--- config.mk ---
export PLATFORM = sky130hd
export DESIGN_NAME = supply_monitor_regs
export DESIGN_NICKNAME = d
export VERILOG_FILES = /design/src/rtl/supmon_pkg.sv /design/src/rtl/supmon_sync.sv /design/src/rtl/supmon_flag.sv /design/src/rtl/supply_monitor_regs.sv
export SDC_FILE = /design/constraint.sdc
export NUM_CORES = 1
export LEC_CHECK = 0
export ABC_CLOCK_PERIOD_IN_PS = 1300
export CAP_MARGIN = 40
export CORE_UTILIZATION = 30
export CTS_BUF_LIST = sky130_fd_sc_hd__clkbuf_2 sky130_fd_sc_hd__clkbuf_4 sky130_fd_sc_hd__clkbuf_8
export CTS_CLUSTER_DIAMETER = 50
export DETAILED_ROUTE_END_ITERATION = 16
export DONT_BUFFER_PORTS = 1
export PLACE_DENSITY_LB_ADDON = 0.2
export SYNTH_ARGS = -nofsm -noshare
export SYNTH_HDL_FRONTEND = slang
export SYNTH_SLANG_ARGS = --single-unit
--- constraint.sdc ---
create_clock -name clk -period 1.3 [get_ports clk]
set_input_delay 0.065 -clock clk [delete_from_list [all_inputs] [get_ports clk]]
set_output_delay 0.065 -clock clk [all_outputs]
set_load 0.02 [all_outputs]
--- src/rtl/supmon_pkg.sv ---
package supmon_pkg;
  localparam int REG_W    = 8;
  localparam int LVL_W    = 2;
  localparam int OFS_DET  = 0;
  localparam int OFS_WARN = 1;
  // bit positions shared by both registers
  localparam int B_REN    = 4;
  localparam int B_IEN    = 5;
  localparam int B_ACK    = 6;
  localparam int B_FLAG   = 7;
  localparam logic [LVL_W-1:0] LVL_RST = '0;
endpackage

--- src/rtl/supmon_sync.sv ---
module supmon_sync #(
  parameter int W      = 2,
  parameter int STAGES = 2
) (
  input  logic         clk,
  input  logic         rst,
  input  logic [W-1:0] d,
  output logic [W-1:0] q
);
  localparam int LAST = STAGES - 1;

  for (genvar i = 0; i < W; i++) begin : g_bit
    logic [STAGES-1:0] chain;
    always_ff @(posedge clk) begin
      if (rst) chain <= '0;
      else     chain <= {chain[STAGES-2:0], d[i]};
    end
    assign q[i] = chain[LAST];
  end
endmodule

--- src/rtl/supmon_flag.sv ---
module supmon_flag (
  input  logic clk,
  input  logic rst,
  input  logic set,
  input  logic clr,
  output logic flag
);
  always_ff @(posedge clk) begin
    if (rst)      flag <= 1'b0;
    else if (set) flag <= 1'b1;
    else if (clr) flag <= 1'b0;
  end

  p_set_wins_r7: assert property (@(posedge clk) disable iff (rst)
    set |=> flag);
  p_ack_clears_r6: assert property (@(posedge clk) disable iff (rst)
    (clr && !set) |=> !flag);
  p_sticky_r5: assert property (@(posedge clk) disable iff (rst)
    (flag && !clr) |=> flag);
endmodule

--- src/rtl/supply_monitor_regs.sv ---
module supply_monitor_regs
  import supmon_pkg::*;
#(
  parameter int ADDR_W      = 2,
  parameter int SYNC_STAGES = 2
) (
  input  logic              clk,
  input  logic              por_rst,
  input  logic              chip_rst,
  input  logic              bus_wr,
  input  logic              bus_rd,
  input  logic [ADDR_W-1:0] bus_addr,
  input  logic [REG_W-1:0]  bus_wdata,
  output logic [REG_W-1:0]  bus_rdata,
  input  logic              below_detect,
  input  logic              below_warn,
  input  logic              low_power,
  output logic [LVL_W-1:0]  detect_level,
  output logic [LVL_W-1:0]  warn_level,
  output logic              detect_irq,
  output logic              warn_irq,
  output logic              reset_req
);
  localparam logic [ADDR_W-1:0] A_DET  = ADDR_W'(OFS_DET);
  localparam logic [ADDR_W-1:0] A_WARN = ADDR_W'(OFS_WARN);

  logic rst_any;
  assign rst_any = por_rst | chip_rst;

  // comparator synchronization
  logic [1:0] cmp_raw, cmp_sync;
  assign cmp_raw = {below_warn, below_detect};

  supmon_sync #(.W(2), .STAGES(SYNC_STAGES)) u_sync (
    .clk (clk),
    .rst (rst_any),
    .d   (cmp_raw),
    .q   (cmp_sync)
  );

  // bus decode
  logic wr_det, wr_warn;
  assign wr_det  = bus_wr && !rst_any && (bus_addr == A_DET);
  assign wr_warn = bus_wr && !rst_any && (bus_addr == A_WARN);

  // power-on-only fields
  always_ff @(posedge clk) begin
    if (por_rst) begin
      detect_level <= LVL_RST;
      warn_level   <= LVL_RST;
    end else begin
      if (wr_det)  detect_level <= bus_wdata[LVL_W-1:0];
      if (wr_warn) warn_level   <= bus_wdata[LVL_W-1:0];
    end
  end

  // chip-reset fields
  logic det_ien, warn_ien, rst_en, rst_en_locked;
  always_ff @(posedge clk) begin
    if (rst_any) begin
      det_ien       <= 1'b0;
      warn_ien      <= 1'b0;
      rst_en        <= 1'b1;
      rst_en_locked <= 1'b0;
    end else begin
      if (wr_det) begin
        det_ien <= bus_wdata[B_IEN];
        if (!rst_en_locked) begin
          rst_en        <= bus_wdata[B_REN];
          rst_en_locked <= 1'b1;
        end
      end
      if (wr_warn) warn_ien <= bus_wdata[B_IEN];
    end
  end

  // sticky flags
  logic det_set, warn_set, det_ack, warn_ack, det_flag, warn_flag;
  assign det_set  = cmp_sync[0] && !low_power;
  assign warn_set = cmp_sync[1] && !low_power;
  assign det_ack  = wr_det  && bus_wdata[B_ACK];
  assign warn_ack = wr_warn && bus_wdata[B_ACK];

  supmon_flag u_det_flag (
    .clk  (clk),
    .rst  (rst_any),
    .set  (det_set),
    .clr  (det_ack),
    .flag (det_flag)
  );

  supmon_flag u_warn_flag (
    .clk  (clk),
    .rst  (rst_any),
    .set  (warn_set),
    .clr  (warn_ack),
    .flag (warn_flag)
  );

  // registered requests
  always_ff @(posedge clk) begin
    if (rst_any) begin
      detect_irq <= 1'b0;
      warn_irq   <= 1'b0;
      reset_req  <= 1'b0;
    end else begin
      detect_irq <= det_flag  & det_ien;
      warn_irq   <= warn_flag & warn_ien;
      reset_req  <= det_flag  & rst_en;
    end
  end

  // read path
  logic [REG_W-1:0] det_view, warn_view, rd_mux;
  always_comb begin
    det_view                = '0;
    det_view[LVL_W-1:0]     = detect_level;
    det_view[B_REN]         = rst_en;
    det_view[B_IEN]         = det_ien;
    det_view[B_FLAG]        = det_flag;
    warn_view               = '0;
    warn_view[LVL_W-1:0]    = warn_level;
    warn_view[B_IEN]        = warn_ien;
    warn_view[B_FLAG]       = warn_flag;
    if (bus_addr == A_DET)       rd_mux = det_view;
    else if (bus_addr == A_WARN) rd_mux = warn_view;
    else                         rd_mux = '0;
  end

  always_ff @(posedge clk) begin
    if (rst_any)     bus_rdata <= '0;
    else if (bus_rd) bus_rdata <= rd_mux;
  end

  logic unused_wdata;
  assign unused_wdata = ^{bus_wdata[3:2], bus_wdata[B_FLAG]};

  // checks
  p_por_values_r1: assert property (@(posedge clk)
    por_rst |=> (detect_level == LVL_RST && warn_level == LVL_RST && rst_en && !det_flag));
  p_level_keep_r3: assert property (@(posedge clk) disable iff (por_rst)
    chip_rst |=> ($stable(detect_level) && $stable(warn_level)));
  p_lock_r4: assert property (@(posedge clk) disable iff (rst_any)
    rst_en_locked |=> $stable(rst_en));
  p_rise_src_r5: assert property (@(posedge clk) disable iff (rst_any)
    $rose(det_flag) |-> $past(cmp_sync[0]));
  p_quiet_r9: assert property (@(posedge clk) disable iff (rst_any)
    $past(low_power) |-> !$rose(warn_flag) && !$rose(det_flag));
  p_req_src_r8: assert property (@(posedge clk) disable iff (rst_any)
    reset_req |-> $past(det_flag));
endmodule

* Yosys cells after proc, flatten, opt, wreduce, memory -nomap -nowiden
Index checks and enable logic that the tools add are counted.
** Operators by class
- Add/subtract/negate cells :: 0
- Multiply operators :: 0
- Divide/modulo/power cells :: 0
- Order comparisons :: 0
- Equality and inequality tests :: 1
- Shifts and indexed selects :: 0
- Mux-type cells :: 6
- Bitwise operators :: 5
- Reductions and logical operators :: 13
** Operators with widths (count)
- $mux 8 :: 2
- $logic_and 1x1->1 :: 7
- $mux 1 :: 4
- $reduce_bool 2->1 :: 2
- $and 1x1->1 :: 3
- $eq 2x1->1 const B :: 1
- $logic_not 1->1 :: 2
- $logic_not 2->1 :: 1
- $reduce_and 2->1 :: 1
- $not 1->1 :: 1
- $or 1x1->1 :: 1
** Storage, ports and cells
- Flip-flop bits (word level) :: 25
- Latch bits :: 0
- Memory bits (writable) :: 0
- ROM bits :: 0
- Input port bits :: 18
- Memories :: 0

* Depth between registers and ports, before layout
Gate-level depths: netlist of the first run.
- Depth after elaboration :: 7
- Depth in mapped cells :: 4
- Depth with buffers taken out :: 3

* Cells and area by module
A second synthesis of the first run with hierarchy kept.
** Second synthesis, totals
- Cells, all modules :: 94
- Area, all modules :: 920.9 µm²
** By module, submodules not included
- supply_monitor_regs :: instances 1, cells each 76, area each 723.2 µm², seq. area each 320.3 µm²
- supmon_sync :: instances 1, cells each 10, area each 120.1 µm², seq. area each 80.1 µm²
- supmon_flag :: instances 2, cells each 4, area each 38.8 µm², seq. area each 20.0 µm²

* Worst setup path after synthesis of the first run
Ideal clock, no wire load.
- Kind :: register -> register
- Start point :: register rst_en_locked
- End point :: register rst_en
- Arrival :: 0.832 ns
- Path slack :: 0.342 ns
- Cell stages (with the launch flop) :: 4
- Cells stage by stage :: dfxtp_1 -> nor4b_2 -> mux2i_1 -> nand2_1
** Between the ends
- Cells in the longest elaborated chain, start to end :: 2
** Ends and longest elaborated chain
- from (decl) :: RTL line supply_monitor_regs.sv:58 : logic det_ien, warn_ien, rst_en, rst_en_locked;
- from (signal assigned) :: RTL line supply_monitor_regs.sv:64 : rst_en_locked <= 1'b0;
- from (signal assigned) :: RTL line supply_monitor_regs.sv:70 : rst_en_locked <= 1'b1;
- $not 1->1 (no line)
- $reduce_and 2->1 (no line)
- to (signal assigned) :: RTL line supply_monitor_regs.sv:69 : rst_en <= bus_wdata[B_REN];
- to (decl) :: RTL line supply_monitor_regs.sv:58
No other way between the ends.
A chain may end at the register's enable or synchronous reset.

* Final worst setup path of the first run
- Start point :: input por_rst
- End point :: register warn_level[1]
** Between the ends
- Cells in the longest elaborated chain, start to end :: 4
** Ends and longest elaborated chain
- from (decl) :: RTL line supply_monitor_regs.sv:8 : input logic por_rst,
- $or 1x1->1 :: RTL line supply_monitor_regs.sv:28 : assign rst_any = por_rst | chip_rst;
- $logic_not 1->1 :: RTL line supply_monitor_regs.sv:44 : assign wr_warn = bus_wr && !rst_any && (bus_addr == A_WARN);
- $logic_and 1x1->1 (2 in a row) :: RTL line supply_monitor_regs.sv:44
- to (signal assigned) :: RTL line supply_monitor_regs.sv:53 : if (wr_warn) warn_level <= bus_wdata[LVL_W-1:0];
- to (decl) :: RTL line supply_monitor_regs.sv:19 : output logic [LVL_W-1:0] warn_level,
Parallel ways exist; a longest one is shown, timed or not.

==> results.toml, run 1 <==
[hold_path]
worstHoldPathCells = 3
hold-path-endpoint = "bus_rdata[7]"
hp-start = "bus_addr[1]"
min_path_type = "in2reg"

[power]
switching_share = 0.231
ir_worst_vdd_v = 0.000496
power_density_nw_per_um2 = 1050
total_power_w = 0.00109
p_clk_frac = 0.279
internal_power_w = 0.000837
leakagePower_nw = 0.394
switching_power_w = 0.000251
p_seq_frac = 0.633
power_frac_comb = 0.087

[logic_synthesis]
synthTopCellsByArea = "dfxtp_1, a21oi_1, mux2_2, nand3_1, nor2b_1"
synth.cell_area_sq_um = 880
synthDistinctLibCells = 25
syn_avg_cell_area_sq_um = 9.46
synth_seq_cells = 22
yosys_warnings = 0
postSynthCellCount = 93
yosys.area.top_type = "dfxtp_1"
ys_seq_area_frac = 0.501
yosys.area.top_type_share = 0.501

[timing]
min_period_ps = 1160
clock_skew_ps = 15.0
finalHoldViolCount = 0
setup_violations = 0
final_max_slew_viol_count = 0
fin_tns_setup_ps = 0
fmax_mhz = 863
period_share = 0.891
rsz0062_at_grt = "false"

[job]
cap_violations = 0

[route]
via_per_inst = 4.83
dr.pass1.iters = 4
wl_per_cell_um = 13.6
ant_nets = 0
wirelength_um = 1840
drc = 0
drt-initial-drc-count = 27
vias = 657

[finish]
syn2layout_area_growth_pct = 18.4
final_cell_mix = "dfxtp_1, dlygate4sd3_1, a21oi_1"
mostFrequentLayoutCell = "dfxtp_1"
fillers = 282
layout.area.seq_sq_um = 440
layout-drive-gt1-share = 0.124
n_antenna_cell = 0
multiInputGateArea_sq_um = 408
post-route-util = 0.377
nets = 125

[critical_path]
crit_chain = "dlygate4sd3_1, nor4b_4, nand3_1, a21oi_1"
crit_family = "buffers and inverters"
cp_slowest_stage_delay_ps = 640
regToRegStartpoint = "rst_en_locked"
rr_endpoint = "rst_en"
critPathLaunchType = "input port"
rrSetupSlack_ps = 280
cp_max_fo = 6
endpoint_kind = "flop"
cp.required_ps = 1550
cp_slowest_cell = "dlygate4sd3_1"
path_class = "in2reg"
r2r_cells = 3
crit_buf_inv = 1
crit_arrival_ps = 1410

[clock_tree]
postCtsSetupRepairBufs = 0
cts-resized-gates = 0
clockBufferDepth = 2
clk_latency_ps = 300
cts_root_buffer = "clkbuf_4"
htree_num_levels = 1
numCtsBuffers = 3
cts_hold_buf = 12
clkTransAtPathRegs_ps = 130
cts_tree = "built"
cts_sinks = 22

[global_route]
grt_pass1_vias = 656
antenna_found_initial = 0
overflow = 0
grt_pass1_wl_um = 3080
grt_start_max_net_pins = 12
track_usage = 0.129

[placement]
place.port_buffers = 0
routabilityCongestion = 0.686
dpl.hpwl_um = 1280

[floorplan]
core_area_sq_um = 2760
ios = 33
std_cell_rows = 19
start_util = 0.319
fp.dieW_um = 56.1
die_area_sq_um = 3150
die_h_um = 56.1

[outcome]
status = "completed"
power by group through the flow:
| stage | Clock (W) | Sequential, W | Combinational (W) |
|---|---|---|---|
| after floorplan | 0 | 0.000703 | 0.0000556 |
| after global placement | 0 | 0.000704 | 0.0000512 |
| after detailed placement | 0 | 0.000704 | 0.0000525 |
| after CTS | 0.000322 | 0.000689 | 0.0000952 |
| after global routing | 0.000345 | 0.000690 | 0.000105 |
| final | 0.000304 | 0.000689 | 0.0000951 |
logic make-up (layout without fill, tap and decap cells):
family                 count (synthesis)  count (layout)  synth area share
and+or+nand+nor                       38              38             0.272
muxes                                  5               5            0.0626
DFF                                   22              22             0.501
other                                  1               3           0.00426
buffers and inverters                  7              17            0.0441
AOI/OAI and AO/OA                     20              20             0.117
through the flow:
stage,std cells,hold slack [ps],setup slack (ps),cell area [sq um]
after floorplan,95,134,342,887
after global placement,121,137,316,898
after detailed placement,121,140,292,898
after CTS,136,8.23,162,1040
after global routing,136,4.45,77.9,1040
final,136,12.3,141,1040
final cells by class:
| type | count | area share |
|---|---|---|
| clock buffers | 3 | 0.0216 |
| inverters | 1 | 0.00361 |
| multi-input cells | 66 | 0.392 |
| flip-flops and latches | 22 | 0.423 |
| well taps | 31 | 0.0373 |
| repair buffers | 13 | 0.123 |
per-layer routing:
metal	part of all wire	vias up	GRT usage
li1	-	338	-
met1	0.47	298	0.166
met2	0.47	19	0.196
met3	0.051	2	0.0372
met4	0.011	0	0.0627
met5	0	-	0
cell usage after synthesis:
master     n
nor2_2     1
conb_1     1
buf_4      3
and3_1     3
buf_2      1
o21ai_1    6
nor2b_1    5
nor4b_2    1
a21oi_1   11
dfxtp_1   22
nand2_1    3
nand3_1    7
a21o_1     1
and2_1     4
nand3b_1   1
clkbuf_1   2
nor2_1     7
or4b_4     1
nor4b_4    1
mux2i_1    1
nand2b_1   3
inv_1      1
o21ai_0    2
or2_2      1
mux2_2     4
flip-flops by register name, summed over array words and instances (netlist names), 2 cells and up:
signal,flops
u_sync.g_bit.chain,4
detect_level,2
bus_rdata,5
warn_level,2
worst reg2reg max path: cells and delay by family (launching register included):
kind | cells | cell delay, ps
flip-flops | 1 | 340
multiplexers | 1 | 210
AND/OR/NAND/NOR | 2 | 360
worst max-delay path by stage:
stage | cells past startpoint | endpoint | start | slack [ps]
2_1_floorplan | 3 | rst_en | rst_en_locked | 340
3_3_place_gp | 3 | rst_en | rst_en_locked | 320
3_5_place_dp | 3 | rst_en | rst_en_locked | 290
4_1_cts | 4 | detect_level[0] | por_rst | 160
5_1_grt | 4 | warn_level[0] | por_rst | 80
6_report | 4 | warn_level[1] | por_rst | 140
Note: power is estimated with default switching activity, not from simulation.
==> inputs of run 2 (changes only) <==
--- a/config.mk
+++ b/config.mk
@@ -5,7 +5,7 @@
 export SDC_FILE = /design/constraint.sdc
 export NUM_CORES = 1
 export LEC_CHECK = 0
-export ABC_CLOCK_PERIOD_IN_PS = 1300
+export ABC_CLOCK_PERIOD_IN_PS = 1350
 export CAP_MARGIN = 40
 export CORE_UTILIZATION = 30
 export CTS_BUF_LIST = sky130_fd_sc_hd__clkbuf_2 sky130_fd_sc_hd__clkbuf_4 sky130_fd_sc_hd__clkbuf_8
==> constraint.sdc (replaced) <==
create_clock -name clk -period 1.35 [get_ports clk]
set_input_delay 0.0675 -clock clk [delete_from_list [all_inputs] [get_ports clk]]
set_output_delay 0.0675 -clock clk [all_outputs]
set_load 0.02 [all_outputs]
==> results.toml, run 2 (same netlist as run 1, synthesis figures left out) <==
[outcome]
status = "completed"

[clock_tree]
cts_tree = "built"
clkTransAtPathRegs_ps = 120
htree_num_levels = 1
cts_sinks = 22
clk_latency_ps = 310
numCtsBuffers = 3
cts_root_buffer = "clkbuf_4"
clockBufferDepth = 2
cts-resized-gates = 0

[finish]
post-route-util = 0.380
top_register = "bus_rdata"
largestRegisters = "bus_rdata (5), u_sync.g_bit.chain (4)"
nets = 124
syn2layout_area_growth_pct = 19.1
largest_reg_flops = 5
layout-drive-gt1-share = 0.124
final_cell_mix = "dfxtp_1, dlygate4sd3_1, a21oi_1"
mostFrequentLayoutCell = "dfxtp_1"
n_antenna_cell = 0

[power]
ir_worst_vdd_v = 0.000474
power_density_nw_per_um2 = 1070
leakagePower_nw = 0.396

[route]
ant_nets = 0
drc = 0
via_per_inst = 5.00
vias = 680
drt-initial-drc-count = 15
wirelength_um = 1900
dr.pass1.iters = 3
wl_per_cell_um = 14.0

[critical_path]
crit_arrival_ps = 1450
rrSetupSlack_ps = 300
startpoint = "por_rst"
critPathLaunchType = "input port"
endpoint_kind = "flop"
regToRegStartpoint = "rst_en_locked"
cp.required_ps = 1610
cp_max_fo = 11
path_class = "in2reg"
r2r_cells = 3
rr_endpoint = "rst_en"
crit_path_end = "warn_ien"

[global_route]
grt_start_max_net_pins = 13
grt_pass1_vias = 660
overflow = 0
antenna_found_initial = 0
grt_pass1_wl_um = 3040
track_usage = 0.126

[floorplan]
die_h_um = 56.1
ios = 33
die_area_sq_um = 3150
fp.dieW_um = 56.1
start_util = 0.319
std_cell_rows = 19
core_area_sq_um = 2760

[timing]
slew_headroom = 0.610
period_share = 0.881
setup_violations = 0
min_period_ps = 1190
rsz0062_at_grt = "false"
final_max_slew_viol_count = 0
fin_tns_setup_ps = 0
fmax_mhz = 841
finalHoldViolCount = 0
clock_skew_ps = 2.06
tightest_slew_ps = 583

[placement]
dpl.hpwl_um = 1310
routabilityCongestion = 0.685
place.port_buffers = 0

[hold_path]
min_path_type = "in2reg"

[job]
cap_violations = 0
==> run 2: changes by cell type in the layout (fill, tap and decap cells not counted) <==
cell,previous run,this run
buf_4,1,0
clkbuf_8,0,1
==> run 2: routing by layer <==
layer  track usage  vias to the layer above  wire length, um
met4        0.0836                        0               61
met3        0.0279                        6               94
met2         0.209                       15              913
met5             0                        -                0
met1         0.145                      320              830
li1              -                      339                -
==> run 2: worst max-delay path: stages <==
cell and delay [ps]:
dlygate4sd3_1 650, nor2_1 500, nand2_1 110, o21ai_1 120
==> run 2: through the flow <==
| step | setup WS [ps] | std cells | instance area (sq um) | power [W] | hold WS [ps] |
|---|---|---|---|---|---|
| 2_1_floorplan | 392 | 95 | 887 | 0.000731 | 137 |
| 3_3_place_gp | 338 | 120 | 891 | 0.000725 | 140 |
| 3_5_place_dp | 302 | 120 | 891 | 0.000726 | 140 |
| 4_1_cts | 153 | 136 | 1050 | 0.00114 | 1.23 |
| 5_1_grt | 102 | 136 | 1050 | 0.00117 | 7.34 |
| 6_report | 161 | 136 | 1050 | 0.00112 | 15.3 |
==> run 2: worst min-delay path by stage <==
stage          startpoint          endpoint  cells after the start  slack [ps]
2_1_floorplan     por_rst   detect_level[0]                      1         140
3_3_place_gp      por_rst     warn_level[0]                      1         140
3_5_place_dp      por_rst     warn_level[0]                      1         140
4_1_cts           por_rst      bus_rdata[0]                      2           1
5_1_grt           por_rst      bus_rdata[1]                      2           7
6_report          por_rst  u_warn_flag.flag                      2          20
==> run 2: report_power, final <==
part,switching (W),internal (W)
Sequential,0.00000694,0.000657
Clock,0.000198,0.000165
Combinational,0.0000469,0.0000430
==> run 2: repair_timing <==
item | in CTS | in global routing
buffers inserted | 0 | 0
hold buffers | 12 | 0
endpoints found under the hold margin | 17 | 0
==> run 2: layout make-up <==
class	instances	area (sq um)
inverters	1	3.75
flip-flops and latches	22	440
clock buffers	4	36.3
multi-input cells	66	408
fillers	300	1710
repair buffers	12	120
well taps	31	38.8
==> inputs of run 3 (changes only) <==
--- a/config.mk
+++ b/config.mk
@@ -7,6 +7,7 @@
 export LEC_CHECK = 0
 export ABC_CLOCK_PERIOD_IN_PS = 1350
 export CAP_MARGIN = 40
+export CORE_MARGIN = 4
 export CORE_UTILIZATION = 30
 export CTS_BUF_LIST = sky130_fd_sc_hd__clkbuf_2 sky130_fd_sc_hd__clkbuf_4 sky130_fd_sc_hd__clkbuf_8
 export CTS_CLUSTER_DIAMETER = 50
==> results.toml, run 3 (same netlist as run 1, synthesis figures left out) <==
[outcome]
status = "completed"

[timing]
clock_skew_ps = 2.02
period_share = 0.925
finalHoldViolCount = 0
fmax_mhz = 801
setup_violations = 0
final_max_slew_viol_count = 0
fin_tns_setup_ps = 0
rsz0062_at_grt = "false"
min_period_ps = 1250

[route]
drc = 0
wirelength_um = 2020
vias = 681
wl_per_cell_um = 14.5
dr.pass1.iters = 4
via_per_inst = 4.90
ant_nets = 0
drt-initial-drc-count = 18

[clock_tree]
cts_sinks = 22
clk_latency_ps = 300
clkTransAtPathRegs_ps = 120
numCtsBuffers = 3
postCtsSetupRepairBufs = 0
htree_num_levels = 1
cts_tree = "built"
cts_root_buffer = "clkbuf_4"
clockBufferDepth = 2

[placement]
routabilityCongestion = 0.677
place.port_buffers = 0
dpl.hpwl_um = 1440

[finish]
nets = 127
layout-drive-gt1-share = 0.130
n_antenna_cell = 0
top_register = "bus_rdata"
largestRegisters = "bus_rdata (5), u_sync.g_bit.chain (4)"
final_cell_mix = "dfxtp_1, dlygate4sd3_1, a21oi_1"
mostFrequentLayoutCell = "dfxtp_1"
largest_reg_flops = 5
syn2layout_area_growth_pct = 22.2

[critical_path]
cp_slowest_cell = "dlygate4sd3_1"
cp_max_fo = 6
endpoint_kind = "flop"
cp_slowest_stage_delay_ps = 640
path_class = "in2reg"
cp.required_ps = 1600
crit_family = "buffers and inverters"
critPathLaunchType = "input port"
crit_buf_inv = 2
cp_common_cell = "dlygate4sd3_1"
crit_chain = "dlygate4sd3_1, nand3_1, dlygate4sd3_1, a21oi_1"
crit_arrival_ps = 1500

[global_route]
track_usage = 0.111
antenna_found_initial = 0
grt_pass1_wl_um = 3470
overflow = 0
grt_start_max_net_pins = 13
grt_pass1_vias = 752

[floorplan]
std_cell_rows = 19
die_h_um = 62.1
core_area_sq_um = 2780
start_util = 0.316
fp.dieW_um = 62.1
die_area_sq_um = 3860
ios = 33

[power]
power_density_nw_per_um2 = 1050
leakagePower_nw = 0.407
total_power_w = 0.00112
ir_worst_vdd_v = 0.000571

[hold_path]
min_path_type = "in2reg"

[job]
cap_violations = 0
## run 3: changes by cell type in the layout (fill, tap and decap cells not counted), sizes merged
cell         change
buf              +1
dlygate4sd3      +2
## run 3: worst register-to-register path, stage by stage (launching register included)
cell and delay [ps]:
dfxtp_1 370, nand3_1 80, dlygate4sd3_1 560, a21oi_1 140
## run 3: final timing paths
check,from,end,slack (ps),cells after the start
setup / recovery,bus_rd,bus_rdata[4],100,4
hold reg to reg,u_sync.g_bit[0].chain[0],u_sync.g_bit[0].chain[1],440,1
hold / removal,bus_addr[1],bus_rdata[0],10,3
setup reg to reg,rst_en,bus_rdata[4],140,3
## run 3: stage by stage
stage	util	setup WS [ps]	hold slack [ps]	area, sq um	cells
final	0.386	102	12.5	1070	139
after global routing	0.386	22.2	17.2	1070	139
after CTS	0.386	103	10.9	1070	139
after detailed placement	0.323	354	139	898	121
after global placement	0.323	364	139	898	121
after floorplan	-	392	137	887	95
## run 3: per-layer routing
metal  global-route usage  wire, um
met5                    0         0
met4               0.0434        26
met3               0.0486       171
met2                0.188      1030
met1                0.120       795
## run 3: where the power goes
part | switching (W) | internal (W)
Clock | 0.000201 | 0.000165
Sequential | 0.00000693 | 0.000657
Combinational | 0.0000460 | 0.0000485
Total | 0.000254 | 0.000870
## run 3: final cells by class
type	count	area [sq um]
Clock buffer	4	36.3
Fill cell	296	1710
Inverter	1	3.75
Multi-Input combinational cell	66	408
Sequential cell	22	440
Tap cell	31	38.8
Timing Repair Buffer	15	148
## run 3: what timing repair did
item                                   CTS  global route
resized for setup                        0             0
hold buffers                            14             0
endpoints found under the hold margin   17             0
